<file path="src/rtl/calwin_pkg.sv">
package calwin_pkg;
  typedef enum logic [1:0] {
    TGT_TWIN = 2'd0,
    TGT_AWIN = 2'd1,
    TGT_TCFG = 2'd2,
    TGT_ACFG = 2'd3
  } tgt_e;
endpackage

</file>
<file path="src/rtl/calwin_ptr.sv">
// Saturating down-counting window pointer with direct load.
module calwin_ptr #(
  parameter int PTR_W = 2
) (
  input  logic             clk,
  input  logic             rst_n,
  input  logic             load,
  input  logic [PTR_W-1:0] load_val,
  input  logic             step,
  output logic [PTR_W-1:0] ptr
);
  always_ff @(posedge clk) begin
    if (!rst_n)
      ptr <= '0;
    else if (load)
      ptr <= load_val;
    else if (step && (ptr != '0))
      ptr <= ptr - 1'b1;
  end
endmodule

</file>
<file path="src/rtl/calwin_bank.sv">
// Field storage addressed by {pointer, lane}; unused slots are constant zero.
module calwin_bank #(
  parameter int          FIELD_W   = 8,
  parameter int          PTR_W     = 2,
  parameter logic [7:0]  USED_MASK = 8'h7F
) (
  input  logic                        clk,
  input  logic                        rst_n,
  input  logic [PTR_W-1:0]            ptr,
  input  logic                        wr_en,
  input  logic [1:0]                  wr_be,
  input  logic [2*FIELD_W-1:0]        wr_data,
  output logic [2*FIELD_W-1:0]        rd_word,
  output logic [(2**(PTR_W+1))*FIELD_W-1:0] slots_flat
);
  localparam int SLOTS = 2**(PTR_W+1);

  logic [FIELD_W-1:0] slot_q [SLOTS];

  for (genvar s = 0; s < SLOTS; s++) begin : g_slot
    localparam int LANE = s % 2;
    if (USED_MASK[s]) begin : g_used
      always_ff @(posedge clk) begin
        if (!rst_n)
          slot_q[s] <= '0;
        else if (wr_en && wr_be[LANE] && (ptr == PTR_W'(s / 2)))
          slot_q[s] <= wr_data[LANE*FIELD_W +: FIELD_W];
      end
    end else begin : g_unused
      assign slot_q[s] = '0;
    end
    assign slots_flat[s*FIELD_W +: FIELD_W] = slot_q[s];
  end

  assign rd_word = {slot_q[{ptr, 1'b1}], slot_q[{ptr, 1'b0}]};
endmodule

</file>
<file path="src/rtl/calwin_regs.sv">
module calwin_regs
  import calwin_pkg::*;
#(
  parameter int FIELD_W = 8
) (
  input  logic                 clk,
  input  logic                 rst_n,
  input  logic                 wr_unlock,
  input  logic                 acc_valid,
  input  logic                 acc_write,
  input  logic [1:0]           acc_target,
  input  logic [1:0]           acc_be,
  input  logic [2*FIELD_W-1:0] acc_wdata,
  output logic                 rd_valid,
  output logic [2*FIELD_W-1:0] rd_data,
  output logic [7*FIELD_W-1:0] time_flat,
  output logic [6*FIELD_W-1:0] alarm_flat
);
  localparam int PTR_W   = 2;
  localparam int PTR_LSB = FIELD_W;
  localparam int WORD_W  = 2*FIELD_W;
  localparam int SLOTS   = 2**(PTR_W+1);

  logic is_twin, is_awin, is_tcfg, is_acfg;
  logic t_step, a_step, t_load, a_load;
  logic [PTR_W-1:0] t_ptr, a_ptr;
  logic [WORD_W-1:0] t_word, a_word, rd_mux;
  logic [SLOTS*FIELD_W-1:0] t_slots, a_slots;

  assign is_twin = acc_valid && (acc_target == TGT_TWIN);
  assign is_awin = acc_valid && (acc_target == TGT_AWIN);
  assign is_tcfg = acc_valid && (acc_target == TGT_TCFG);
  assign is_acfg = acc_valid && (acc_target == TGT_ACFG);

  // Reads always step; writes step only when the high lane is written.
  assign t_step = is_twin && (!acc_write || acc_be[1]);
  assign a_step = is_awin && (!acc_write || acc_be[1]);
  assign t_load = is_tcfg && acc_write && acc_be[1];
  assign a_load = is_acfg && acc_write && acc_be[1];

  calwin_ptr #(.PTR_W(PTR_W)) t_ptr_i (
    .clk(clk), .rst_n(rst_n), .load(t_load),
    .load_val(acc_wdata[PTR_LSB +: PTR_W]), .step(t_step), .ptr(t_ptr));

  calwin_ptr #(.PTR_W(PTR_W)) a_ptr_i (
    .clk(clk), .rst_n(rst_n), .load(a_load),
    .load_val(acc_wdata[PTR_LSB +: PTR_W]), .step(a_step), .ptr(a_ptr));

  calwin_bank #(.FIELD_W(FIELD_W), .PTR_W(PTR_W), .USED_MASK(8'h7F)) t_bank_i (
    .clk(clk), .rst_n(rst_n), .ptr(t_ptr),
    .wr_en(is_twin && acc_write && wr_unlock),
    .wr_be(acc_be), .wr_data(acc_wdata),
    .rd_word(t_word), .slots_flat(t_slots));

  calwin_bank #(.FIELD_W(FIELD_W), .PTR_W(PTR_W), .USED_MASK(8'h3F)) a_bank_i (
    .clk(clk), .rst_n(rst_n), .ptr(a_ptr),
    .wr_en(is_awin && acc_write),
    .wr_be(acc_be), .wr_data(acc_wdata),
    .rd_word(a_word), .slots_flat(a_slots));

  always_comb begin
    rd_mux = '0;
    case (tgt_e'(acc_target))
      TGT_TWIN: rd_mux = t_word;
      TGT_AWIN: rd_mux = a_word;
      TGT_TCFG: rd_mux[PTR_LSB +: PTR_W] = t_ptr;
      TGT_ACFG: rd_mux[PTR_LSB +: PTR_W] = a_ptr;
      default:  rd_mux = '0;
    endcase
  end

  always_ff @(posedge clk) begin
    if (!rst_n) begin
      rd_valid <= 1'b0;
      rd_data  <= '0;
    end else begin
      rd_valid <= acc_valid && !acc_write;
      if (acc_valid && !acc_write)
        rd_data <= rd_mux;
    end
  end

  assign time_flat  = t_slots[7*FIELD_W-1:0];
  assign alarm_flat = a_slots[6*FIELD_W-1:0];
endmodule

</file>
<file path="config.mk">
export PLATFORM = sky130hd
export DESIGN_NAME = calwin_regs
export DESIGN_NICKNAME = d
export VERILOG_FILES = /design/src/rtl/calwin_pkg.sv /design/src/rtl/calwin_ptr.sv /design/src/rtl/calwin_bank.sv /design/src/rtl/calwin_regs.sv
export SDC_FILE = /design/constraint.sdc
export NUM_CORES = 1
export LEC_CHECK = 0
export ABC_AREA = 1
export BUFFER_PORTS_ARGS = -buffer_cell sky130_fd_sc_hd__clkbuf_2
export CAP_MARGIN = 20
export CORE_MARGIN = 4
export CORE_UTILIZATION = 59
export DETAILED_ROUTE_END_ITERATION = 8
export PLACE_DENSITY = 0.89
export SLEW_MARGIN = 0
export SYNTH_ARGS = -nofsm -noshare
export SYNTH_HDL_FRONTEND = slang
export SYNTH_HIERARCHICAL = 1
export SYNTH_SLANG_ARGS = --single-unit
</file>
<file path="constraint.sdc">
create_clock -name clk -period 3.4 [get_ports clk]
set_input_delay 0.17 -clock clk [delete_from_list [all_inputs] [get_ports clk]]
set_output_delay 0.17 -clock clk [all_outputs]
set_load 0.03 [all_outputs]
</file>
==> insert_results.sql, run 1 <==
INSERT INTO impl_metrics (metric_group, metric, value, unit) VALUES
('worst_setup_path', 'launching_element_type_of_the_critical_path', 'register', ''),
('cells_and_area', 'final_layout_size_suffix_gt1_share', '20.9', '%'),
('clocking', 'tritoncts_clock_tree', 'done', ''),
('clocking', 'cts_setup_buffers', '0', ''),
('clocking', 'htreeDepth', '4', ''),
('cells_and_area', 'finish.net_count', '1100', ''),
('power_and_ir_drop', 'pwr_density_cell', '497', 'mW/mm^2'),
('global_route', 'first_global_vias', '5806', ''),
('worst_hold_path', 'min-delay-path-class', 'input pin to register', ''),
('worst_setup_path', 'worst_r2r_startpoint', 'a_ptr_i/ptr[0]$_SDFFE_PN0P_', ''),
('run', 'cap_viol_max_count', '0', ''),
('worst_setup_path', 'cpMaxStageDelayCell', 'sky130_fd_sc_hd__nor2_4', ''),
('sta', 'setup_violations', '0', ''),
('route', 'routed-via-count', '6520', ''),
('floorplan', 'floorplan.io_pins', '146', ''),
('route', 'avgRoutedWirePerCell', '14.3', 'um'),
('sta', 'finalClockSkew', '0.00615', 'ns'),
('route', 'drtPass1Iterations', '7', ''),
('run_status', 'run_status', 'finished, final reports clean', ''),
('cells_and_area', 'diodes', '0', ''),
('route', 'detail_route.wirelength', '17500', 'um'),
('synthesis', 'syn_nets', '976', ''),
('power_and_ir_drop', 'vdd_ir_drop_max', '0.000336', 'V'),
('sta', 'clock_period_minus_worst_slack', '1.89', 'ns'),
('sta', 'finalCritPeriodShare', '55.5', '%'),
('floorplan', 'die_extent_in_x', '110', 'um'),
('route', 'initialDrtViolationCount', '568', ''),
('sta', 'worst_slew_margin_rel', '33.2', '%'),
('worst_setup_path', 'crit_path_end_kind', 'register', ''),
('clocking', 'hold_buffers', '0', ''),
('synthesis', 'syn-mean-instance-area', '6.51', 'sq um'),
('cells_and_area', 'fillcell_total', '870', ''),
('clocking', 'insertion_delay', '0.52', 'ns'),
('worst_setup_path', 'cp_data_arrival_time', '2.34', 'ns'),
('floorplan', 'fp.dieArea', '0.0122', 'sq mm'),
('global_route', 'antenna_found_initial', '0', ''),
('power_and_ir_drop', 'post-layout-total-power', '3700', 'uW'),
('worst_setup_path', 'cp_max_fo', '32', ''),
('global_route', 'globalRouteOverflowTotal', '0', ''),
('floorplan', 'initial_utilization', '60.2', '%'),
('worst_setup_path', 'path_class', 'register to register', ''),
('worst_setup_path', 'crit_path_start', 'a_ptr_i/ptr[0]$_SDFFE_PN0P_', ''),
('clocking', 'clock_sinks', '125', ''),
('sta', 'finalHoldViolations', '0', ''),
('placed_design', 'detailed_placement_wirelength_estimate', '11900', 'um'),
('route', 'viasPerCell', '5.34', ''),
('route', 'route.detailed.drc', '0', ''),
('cells_and_area', 'final_cell_count_no_fill', '1221', ''),
('sta', 'max_slew.worst_pin.slew', '1.00', 'ns'),
('power_and_ir_drop', 'leak_pwr', '0.00357', 'uW'),
('sta', 'achievable-frequency', '530', 'MHz'),
('global_route', 'grtUsageTotal', '29.2', '%'),
('cells_and_area', 'area.growth.synth_to_final', '20.4', '%'),
('worst_setup_path', 'worstPathCellList', 'inv_2 > nor2_4 > nand2_1 > nand3_1 > nand2_2 > nand3_2 > o211ai_1 > inv_1', ''),
('clocking', 'path_clk_slew', '0.06', 'ns'),
('synthesis', 'synth.yosys.warnings', '6', ''),
('route', 'postRouteAntennaNets', '0', ''),
('placed_design', 'final_weighted_congestion_of_routability_driven_global_placement', '0.845', ''),
('global_route', 'grt_max_degree', '99', ''),
('floorplan', 'placeableCoreArea', '0.0103', 'sq mm'),
('synthesis', 'synthesis.instances', '949', ''),
('sta', 'grt_setup_unrepaired', 'false', ''),
('worst_setup_path', 'cp_data_required_time', '3.85', 'ns'),
('synthesis', 'synthesis.area', '0.00618', 'sq mm'),
('global_route', 'grt_first_pass_wirelength', '27700', 'um'),
('clocking', 'cts_resized', '0', ''),
('sta', 'final.setup.tns', '0', 'ns'),
('placed_design', 'numPortBuffers', '145', ''),
('worst_setup_path', 'critical-path-max-stage-delay', '0.57', 'ns'),
('worst_hold_path', 'worstHoldStart', 'acc_valid', ''),
('placed_design', 'numPlacedInstances', '1190', ''),
('floorplan', 'die_height', '110', 'um'),
('clocking', 'cts_root_buffer', 'sky130_fd_sc_hd__clkbuf_8', ''),
('floorplan', 'num_rows', '37', ''),
('clocking', 'numCtsBuffers', '17', ''),
('sta', 'final_max_slew_viol_count', '0', ''),
('clocking', 'clk_path_buf_depth', '2', '');
power breakdown:
part	internal, uW	leakage (uW)	switching, uW	total [uW]
Sequential	1490	0.00101	17.2	1500
Combinational	76.8	0.00227	207	284
Clock	1230	0.000294	679	1910
Total	2800	0.00357	904	3700
metal layers:
metal  track usage, %  wire, um  up-vias
met5                0         0        -
met4             11.8       501        0
met3             5.01      1610       43
met2             49.9      8540      338
met1             36.5      6850     2927
li1                 -         -     3212
final cells by class:
| class | instances | area, sq um | share of cell area, % |
|---|---|---|---|
| Sequential cell | 125 | 2500 | 33.6 |
| Clock inverter | 12 | 185 | 2.49 |
| Clock buffer | 19 | 442 | 5.93 |
| Multi-Input combinational cell | 703 | 3090 | 41.5 |
| Inverter | 76 | 288 | 3.86 |
| Tap cell | 136 | 170 | 2.29 |
| Timing Repair Buffer | 150 | 766 | 10.3 |
layout by cell type, fill, tap and decap left out:
cell and instances:
sky130_fd_sc_hd__nor3_1 1, sky130_fd_sc_hd__bufinv_16 4, sky130_fd_sc_hd__o211ai_2 1, sky130_fd_sc_hd__nand4_1 9, sky130_fd_sc_hd__inv_6 3, sky130_fd_sc_hd__ha_1 2
sky130_fd_sc_hd__nor2_4 10, sky130_fd_sc_hd__dfxtp_1 125, sky130_fd_sc_hd__clkbuf_16 16, sky130_fd_sc_hd__clkbuf_2 144, sky130_fd_sc_hd__nand2_2 9, sky130_fd_sc_hd__nor2_1 223
sky130_fd_sc_hd__nand2_1 273, sky130_fd_sc_hd__clkinv_4 1, sky130_fd_sc_hd__nand3_2 2, sky130_fd_sc_hd__clkinvlp_4 4, sky130_fd_sc_hd__o211ai_1 13, sky130_fd_sc_hd__buf_4 6
sky130_fd_sc_hd__inv_4 1, sky130_fd_sc_hd__nor4_1 1, sky130_fd_sc_hd__inv_1 66, sky130_fd_sc_hd__o21bai_1 1, sky130_fd_sc_hd__nand2_4 2, sky130_fd_sc_hd__clkbuf_8 3
sky130_fd_sc_hd__nor2_2 11, sky130_fd_sc_hd__nor2_8 1, sky130_fd_sc_hd__o21ai_0 2, sky130_fd_sc_hd__a21oi_1 2, sky130_fd_sc_hd__nand3_1 140, sky130_fd_sc_hd__inv_2 9
flip-flops by register name, indices dropped and copies added (netlist names):
name                 cells
t_bank_i/slots_flat     56
a_bank_i/slots_flat     48
rd_data                 16
a_ptr_i/ptr              2
t_ptr_i/ptr              2
rd_valid                 1
final timing paths:
check	to	slack, ns	depth (start not counted)
setup / recovery	rd_data[2]$_SDFFE_PN0P_	1.51	8
hold / removal	rd_valid$_SDFF_PN0_	0.02	3
setup reg to reg	rd_data[2]$_SDFFE_PN0P_	1.51	8
hold reg to reg	rd_data[9]$_SDFFE_PN0P_	0.47	2
per-stage QoR:
step | util, % | setup WS, ns | area [sq um] | hold WS (ns)
final | 72.4 | 1.51 | 7450 | 0.0241
after global routing | 72.4 | 1.36 | 7450 | 0.0463
after CTS | 72.4 | 1.53 | 7450 | 0.0115
after detailed placement | 66.4 | 1.25 | 6820 | 0.463
after global placement | 66.4 | 1.35 | 6820 | 0.460
after floorplan | - | 1.75 | 6180 | 0.296
critical path, delay by kind of cell, from the launching register on:
kind                   cells  cell delay, ns
AOI/OAI and AO/OA          1            0.11
and+or+nand+nor            5            0.96
buffers and inverters      2            0.22
DFF                        1            0.52
(Power assumes the default switching activity.)
==> inputs of run 2 (changes only) <==
Settings changed: CORE_UTILIZATION 59 to 49, PLACE_DENSITY 0.89 to 0.79.
Clock period 3.4 ns to 1.5 ns, I/O delays scaled along.
==> run 2 against run 1 <==
Against the previous run: combinational power up 150%; critical path depth up 2; utilization down 8.8 points; largest power group unchanged; highest routed layer unchanged.
==> insert_results.sql, run 2 (same netlist as run 1, synthesis figures left out) <==
INSERT INTO impl_metrics (metric_group, metric, value, unit) VALUES
('run_status', 'run_status', 'finished, final reports clean', ''),
('worst_setup_path', 'cpMaxStageDelayCell', 'sky130_fd_sc_hd__dlygate4sd3_1', ''),
('cells_and_area', 'max_reg_flops', '56', ''),
('worst_setup_path', 'crit_path_end_kind', 'register', ''),
('clocking', 'htreeDepth', '4', ''),
('sta', 'finalClockSkew', '0.00399', 'ns'),
('cells_and_area', 'finish.net_count', '1121', ''),
('sta', 'clock_period_minus_worst_slack', '1.41', 'ns'),
('power_and_ir_drop', 'vdd_ir_drop_max', '0.000678', 'V'),
('global_route', 'grtUsageTotal', '24.7', '%'),
('cells_and_area', 'layout_commonest_cell', 'sky130_fd_sc_hd__nand2_1', ''),
('floorplan', 'floorplan.io_pins', '146', ''),
('cells_and_area', 'fillcell_total', '1163', ''),
('global_route', 'grt_first_pass_wirelength', '28600', 'um'),
('worst_setup_path', 'critical-path-top-cell-by-count', 'sky130_fd_sc_hd__nand2_1', ''),
('cells_and_area', 'multiInputGateArea', '0.00310', 'sq mm'),
('cells_and_area', 'layout.core_utilization', '63.7', '%'),
('floorplan', 'die_extent_in_x', '120', 'um'),
('sta', 'grt_setup_unrepaired', 'true', ''),
('cells_and_area', 'diodes', '0', ''),
('clocking', 'numCtsBuffers', '17', ''),
('sta', 'hold_slack', '0.0231', 'ns'),
('worst_setup_path', 'critical-path-max-stage-delay', '0.53', 'ns'),
('clocking', 'insertion_delay', '0.42', 'ns'),
('power_and_ir_drop', 'pwr_density_cell', '1010', 'mW/mm^2'),
('placed_design', 'final_weighted_congestion_of_routability_driven_global_placement', '0.876', ''),
('clocking', 'tritoncts_clock_tree', 'done', ''),
('run', 'cap_viol_max_count', '0', ''),
('worst_hold_path', 'min-delay-path-class', 'input pin to register', ''),
('worst_setup_path', 'cp_max_fo', '15', ''),
('worst_setup_path', 'path_class', 'input pin to register', ''),
('global_route', 'antenna_found_initial', '0', ''),
('floorplan', 'fp.dieArea', '0.0145', 'sq mm'),
('sta', 'max_slew.worst_pin.slew', '0.427', 'ns'),
('sta', 'finalCritPeriodShare', '94.0', '%'),
('sta', 'worst_slew_margin_rel', '71.5', '%'),
('cells_and_area', 'seq_area', '0.00251', 'sq mm'),
('sta', 'post_layout_worst_setup_margin', '0.0895', 'ns'),
('floorplan', 'placeableCoreArea', '0.0122', 'sq mm'),
('route', 'route.detailed.drc', '0', ''),
('route', 'detail_route.wirelength', '17900', 'um'),
('cells_and_area', 'area.growth.synth_to_final', '25.3', '%'),
('worst_setup_path', 'cp_data_arrival_time', '1.72', 'ns'),
('route', 'initialDrtViolationCount', '611', ''),
('placed_design', 'numPortBuffers', '145', ''),
('placed_design', 'detailed_placement_wirelength_estimate', '12700', 'um'),
('power_and_ir_drop', 'leak_pwr', '0.00371', 'uW'),
('route', 'postRouteAntennaNets', '0', ''),
('cells_and_area', 'final_layout_size_suffix_gt1_share', '22.8', '%'),
('sta', 'final_max_slew_viol_count', '0', ''),
('global_route', 'grt_max_degree', '52', ''),
('clocking', 'cts_root_buffer', 'sky130_fd_sc_hd__clkbuf_16', ''),
('worst_setup_path', 'crit_buf_inv', '4', ''),
('global_route', 'first_global_vias', '5750', ''),
('route', 'avgRoutedWirePerCell', '14.0', 'um'),
('sta', 'final.setup.tns', '0', 'ns'),
('sta', 'achievable-frequency', '709', 'MHz'),
('floorplan', 'num_rows', '40', ''),
('floorplan', 'die_height', '120', 'um'),
('sta', 'setup_violations', '0', ''),
('cells_and_area', 'mostFrequentLayoutCells', '273 x sky130_fd_sc_hd__nand2_1, 221 x sky130_fd_sc_hd__nor2_1, 144 x sky130_fd_sc_hd__clkbuf_2', ''),
('route', 'routed-via-count', '6501', ''),
('floorplan', 'initial_utilization', '50.8', '%'),
('worst_setup_path', 'launching_element_type_of_the_critical_path', 'input pin', ''),
('clocking', 'clock_sinks', '125', ''),
('worst_setup_path', 'reg2reg_slack', '0.12', 'ns'),
('worst_setup_path', 'critical_path.top_delay_family', 'buffers and inverters', ''),
('placed_design', 'pre_cts_ws', '-0.0142', 'ns'),
('cells_and_area', 'final_area', '0.00774', 'sq mm'),
('sta', 'finalHoldViolations', '0', ''),
('worst_setup_path', 'worstPathCellList', 'dlygate4sd3_1 > clkbuf_2 > nand2_1 > nor2_2 > nand2_1 > inv_1 > buf_4 > nand3_1 > nand2_1 > nor2_1', ''),
('placed_design', 'dpl-instance-area', '0.00715', 'sq mm'),
('clocking', 'path_clk_slew', '0.05', 'ns'),
('global_route', 'globalRouteOverflowTotal', '0', ''),
('route', 'drtPass1Iterations', '5', ''),
('clocking', 'clk_path_buf_depth', '2', ''),
('worst_setup_path', 'cp_data_required_time', '1.81', 'ns'),
('route', 'viasPerCell', '5.10', '');
-- run 2: final cells by class --
class,instances,share of cell area [%]
repair buffers,171,14.1
inverters,76,3.78
flip-flops and latches,125,32.4
well taps,168,2.71
multi-input cells,703,40.1
clock buffers,24,6.48
clock inverters,7,0.485
-- run 2: metal layers --
layer / share of wire [%] / wire [um] / vias up / global-route usage, %
met2: 47 / 8350 / 295 / 39.6
met4: 2.5 / 454 / 0 / 9.63
met3: 8.5 / 1510 / 33 / 6.13
met1: 42 / 7540 / 2916 / 32.1
li1: - / - / 3257 / -
met5: 0 / 0 / - / 0
-- run 2: tightest hold or removal path: stages --
cell and delay [ns]:
sky130_fd_sc_hd__clkbuf_2 0.09, sky130_fd_sc_hd__inv_1 0.05, sky130_fd_sc_hd__nand3_1 0.08, sky130_fd_sc_hd__nand2_1 0.04
sky130_fd_sc_hd__nor2_1 0.07
-- run 2: worst paths after layout --
kind	startpoint	to	depth (start not counted)
min	acc_wdata[7]	a_bank_i/slots_flat[39]$_SDFFE_PN0P_	5
max reg2reg	t_ptr_i/ptr[0]$_SDFFE_PN0P_	rd_data[9]$_SDFFE_PN0P_	9
max	acc_valid	t_bank_i/slots_flat[8]$_SDFFE_PN0P_	10
min reg2reg	rd_data[9]$_SDFFE_PN0P_	rd_data[9]$_SDFFE_PN0P_	2
-- run 2: report_power, final --
part	leakage, uW	internal (uW)	switching [uW]	total (uW)
clock	0.000271	2300	1440	3730
combinational	0.00242	219	477	696
sequential	0.00101	3370	37.2	3410
total	0.00371	5890	1950	7830
-- run 2: through the flow --
step                cells  power [uW]
finish               1274        7830
global route         1274        8090
CTS                  1273        7870
detailed placement   1241        4160
global placement     1241        4150
floorplan             949        3940
-- run 2: what timing repair did --
| item | 4_1_cts | 5_1_grt |
|---|---|---|
| hold endpoints to repair | 1 | 0 |
| endpoints found under the setup margin | 2 | 100 |
| setup buffers | 0 | 1 |
| pin swaps | 0 | 1 |
| hold buffers | 1 | 0 |
| gates resized for setup | 1 | 11 |
==> inputs of run 3 (changes only) <==
Settings changed: RECOVER_POWER set to 25.
==> run 3 against run 2 <==
Against the previous run: sequential power hardly changed; worst setup slack better by 0.0027 ns; critical path depth is 2 lower; clock power hardly changed; first-iteration DRC count is 0.33% lower; die area stayed put; clock skew hardly changed; total power is 0.13% lower; worst hold slack hardly changed; register-to-register slack hardly changed; cell area is 0.94% lower; wire length hardly changed; largest power group unchanged.
==> insert_results.sql, run 3 (same netlist as run 1, synthesis figures left out) <==
INSERT INTO impl_metrics (metric_group, metric, value, unit) VALUES
('run_status', 'run_status', 'finished, final reports clean', ''),
('cells_and_area', 'fillcell_total', '1187', ''),
('cells_and_area', 'mostFrequentLayoutCells', '273 x sky130_fd_sc_hd__nand2_1, 221 x sky130_fd_sc_hd__nor2_1, 140 x sky130_fd_sc_hd__nand3_1', ''),
('placed_design', 'numPortBuffers', '145', ''),
('floorplan', 'num_rows', '40', ''),
('route', 'routed-via-count', '6473', ''),
('worst_setup_path', 'cp_max_fo', '8', ''),
('sta', 'finalCritPeriodShare', '93.9', '%'),
('worst_setup_path', 'number_of_cells_traversed_by_the_worst_register_to_register_path', '9', ''),
('sta', 'clock_period_minus_worst_slack', '1.41', 'ns'),
('placed_design', 'final_weighted_congestion_of_routability_driven_global_placement', '0.876', ''),
('route', 'viasPerCell', '5.08', ''),
('floorplan', 'fp.dieArea', '0.0145', 'sq mm'),
('worst_setup_path', 'launching_element_type_of_the_critical_path', 'input pin', ''),
('worst_setup_path', 'path_class', 'input pin to register', ''),
('global_route', 'grt_first_pass_wirelength', '28600', 'um'),
('clocking', 'path_clk_slew', '0.05', 'ns'),
('cells_and_area', 'area.growth.synth_to_final', '24.1', '%'),
('clocking', 'insertion_delay', '0.42', 'ns'),
('clocking', 'htreeDepth', '4', ''),
('clocking', 'tritoncts_clock_tree', 'done', ''),
('worst_setup_path', 'crit_path_end_kind', 'register', ''),
('placed_design', 'detailed_placement_wirelength_estimate', '12700', 'um'),
('route', 'detail_route.wirelength', '17900', 'um'),
('route', 'avgRoutedWirePerCell', '14.0', 'um'),
('floorplan', 'initial_utilization', '50.8', '%'),
('worst_setup_path', 'cp_data_arrival_time', '1.77', 'ns'),
('placed_design', 'pre_cts_ws', '-0.0142', 'ns'),
('global_route', 'antenna_found_initial', '0', ''),
('worst_setup_path', 'cp_data_required_time', '1.86', 'ns'),
('run', 'cap_viol_max_count', '0', ''),
('power_and_ir_drop', 'leak_pwr', '0.00351', 'uW'),
('sta', 'worst_slew_margin_rel', '69.9', '%'),
('worst_hold_path', 'hold_depth', '5', ''),
('floorplan', 'die_extent_in_x', '120', 'um'),
('cells_and_area', 'max_reg_flops', '56', ''),
('cells_and_area', 'layout.core_utilization', '63.1', '%'),
('worst_setup_path', 'critical-path-max-stage-delay', '0.53', 'ns'),
('power_and_ir_drop', 'post-layout-total-power', '7820', 'uW'),
('worst_hold_path', 'min-delay-path-class', 'input pin to register', ''),
('worst_setup_path', 'reg2reg_slack', '0.11', 'ns'),
('cells_and_area', 'finish.net_count', '1121', ''),
('sta', 'achievable-frequency', '710', 'MHz'),
('cells_and_area', 'layout_commonest_cell', 'sky130_fd_sc_hd__nand2_1', ''),
('clocking', 'clk_path_buf_depth', '2', ''),
('sta', 'max_slew.worst_pin.slew', '0.454', 'ns'),
('floorplan', 'floorplan.io_pins', '146', ''),
('sta', 'setup_violations', '0', ''),
('route', 'postRouteAntennaNets', '0', ''),
('power_and_ir_drop', 'vdd_ir_drop_max', '0.000678', 'V'),
('sta', 'finalClockSkew', '0.00428', 'ns'),
('clocking', 'clock_sinks', '125', ''),
('floorplan', 'die_height', '120', 'um'),
('clocking', 'numCtsBuffers', '17', ''),
('sta', 'post_layout_worst_setup_margin', '0.0922', 'ns'),
('floorplan', 'placeableCoreArea', '0.0122', 'sq mm'),
('power_and_ir_drop', 'pwr_density_cell', '1020', 'mW/mm^2'),
('cells_and_area', 'diodes', '0', ''),
('global_route', 'grtUsageTotal', '24.7', '%'),
('clocking', 'cts_root_buffer', 'sky130_fd_sc_hd__clkbuf_16', ''),
('worst_setup_path', 'cpMaxStageDelayCell', 'sky130_fd_sc_hd__dlygate4sd3_1', ''),
('global_route', 'grt_max_degree', '52', ''),
('sta', 'final_max_slew_viol_count', '0', ''),
('route', 'drtPass1Iterations', '5', ''),
('cells_and_area', 'final_layout_size_suffix_gt1_share', '17.5', '%'),
('global_route', 'globalRouteOverflowTotal', '0', ''),
('sta', 'grt_setup_unrepaired', 'true', ''),
('global_route', 'first_global_vias', '5750', ''),
('sta', 'finalHoldViolations', '0', ''),
('route', 'initialDrtViolationCount', '609', ''),
('worst_setup_path', 'worstPathCellList', 'dlygate4sd3_1 > clkbuf_2 > nand2_1 > nor2_2 > nand2_2 > nor2_2 > nor2_1 > nor2_1', ''),
('route', 'route.detailed.drc', '0', '');
-- run 3: cell counts in the layout (fill, tap and decap cells not counted) --
Identical to the previous run, type by type.
-- run 3: where the power goes --
group | switching [uW] | total [uW] | internal (uW)
Combinational | 477 | 688 | 211
Sequential | 37.3 | 3410 | 3370
Clock | 1430 | 3730 | 2300
Total | 1950 | 7820 | 5880
-- run 3: area by class of cell --
cell class	count	area, sq um	share of cell area, %
clock buffer	24	502	6.54
timing repair buffer	171	1020	13.2
clock inverter	7	37.5	0.489
inverter	76	293	3.82
multi-input combinational	703	3100	40.5
tap	168	210	2.74
sequential	125	2510	32.7
-- run 3: per-layer routing --
metal | global-route usage, % | routed length [um] | part of all wire [%] | vias up
met5 | 0 | 0 | 0 | -
li1 | - | - | - | 3253
met2 | 39.6 | 8280 | 46 | 276
met3 | 6.13 | 1480 | 8.3 | 39
met1 | 32.1 | 7600 | 43 | 2905
met4 | 9.63 | 502 | 2.8 | 0
-- run 3: worst paths after layout --
path / startpoint / endpoint
min: acc_wdata[7] / a_bank_i/slots_flat[39]$_SDFFE_PN0P_
min reg2reg: rd_data[9]$_SDFFE_PN0P_ / rd_data[9]$_SDFFE_PN0P_
max: acc_valid / t_bank_i/slots_flat[19]$_SDFFE_PN0P_
max reg2reg: t_ptr_i/ptr[0]$_SDFFE_PN0P_ / rd_data[9]$_SDFFE_PN0P_
-- run 3: critical path, delay by kind of cell --
family,cells,cell delay [ns]
simple gates,6,1.02
buf+inv,2,0.67
-- run 3: per-stage QoR --
| step | instances | instance area [sq um] | hold slack, ns | TNS, ns |
|---|---|---|---|---|
| floorplan | 949 | 6190 | 0.201 | -0.220 |
| global placement | 1241 | 7150 | 0.438 | 0 |
| detailed placement | 1241 | 7150 | 0.423 | -0.0257 |
| CTS | 1273 | 7700 | 0.00719 | 0 |
| global route | 1274 | 7670 | 0.0410 | -0.0171 |
| finish | 1274 | 7670 | 0.0234 | 0 |
-- run 3: timing repair --
action,in CTS,in global routing
pin swaps,0,1
hold buffers,1,0
endpoints found under the hold margin,1,0
setup buffers,0,1
cloned,0,0
setup endpoints to repair,2,100
resized for setup,1,11
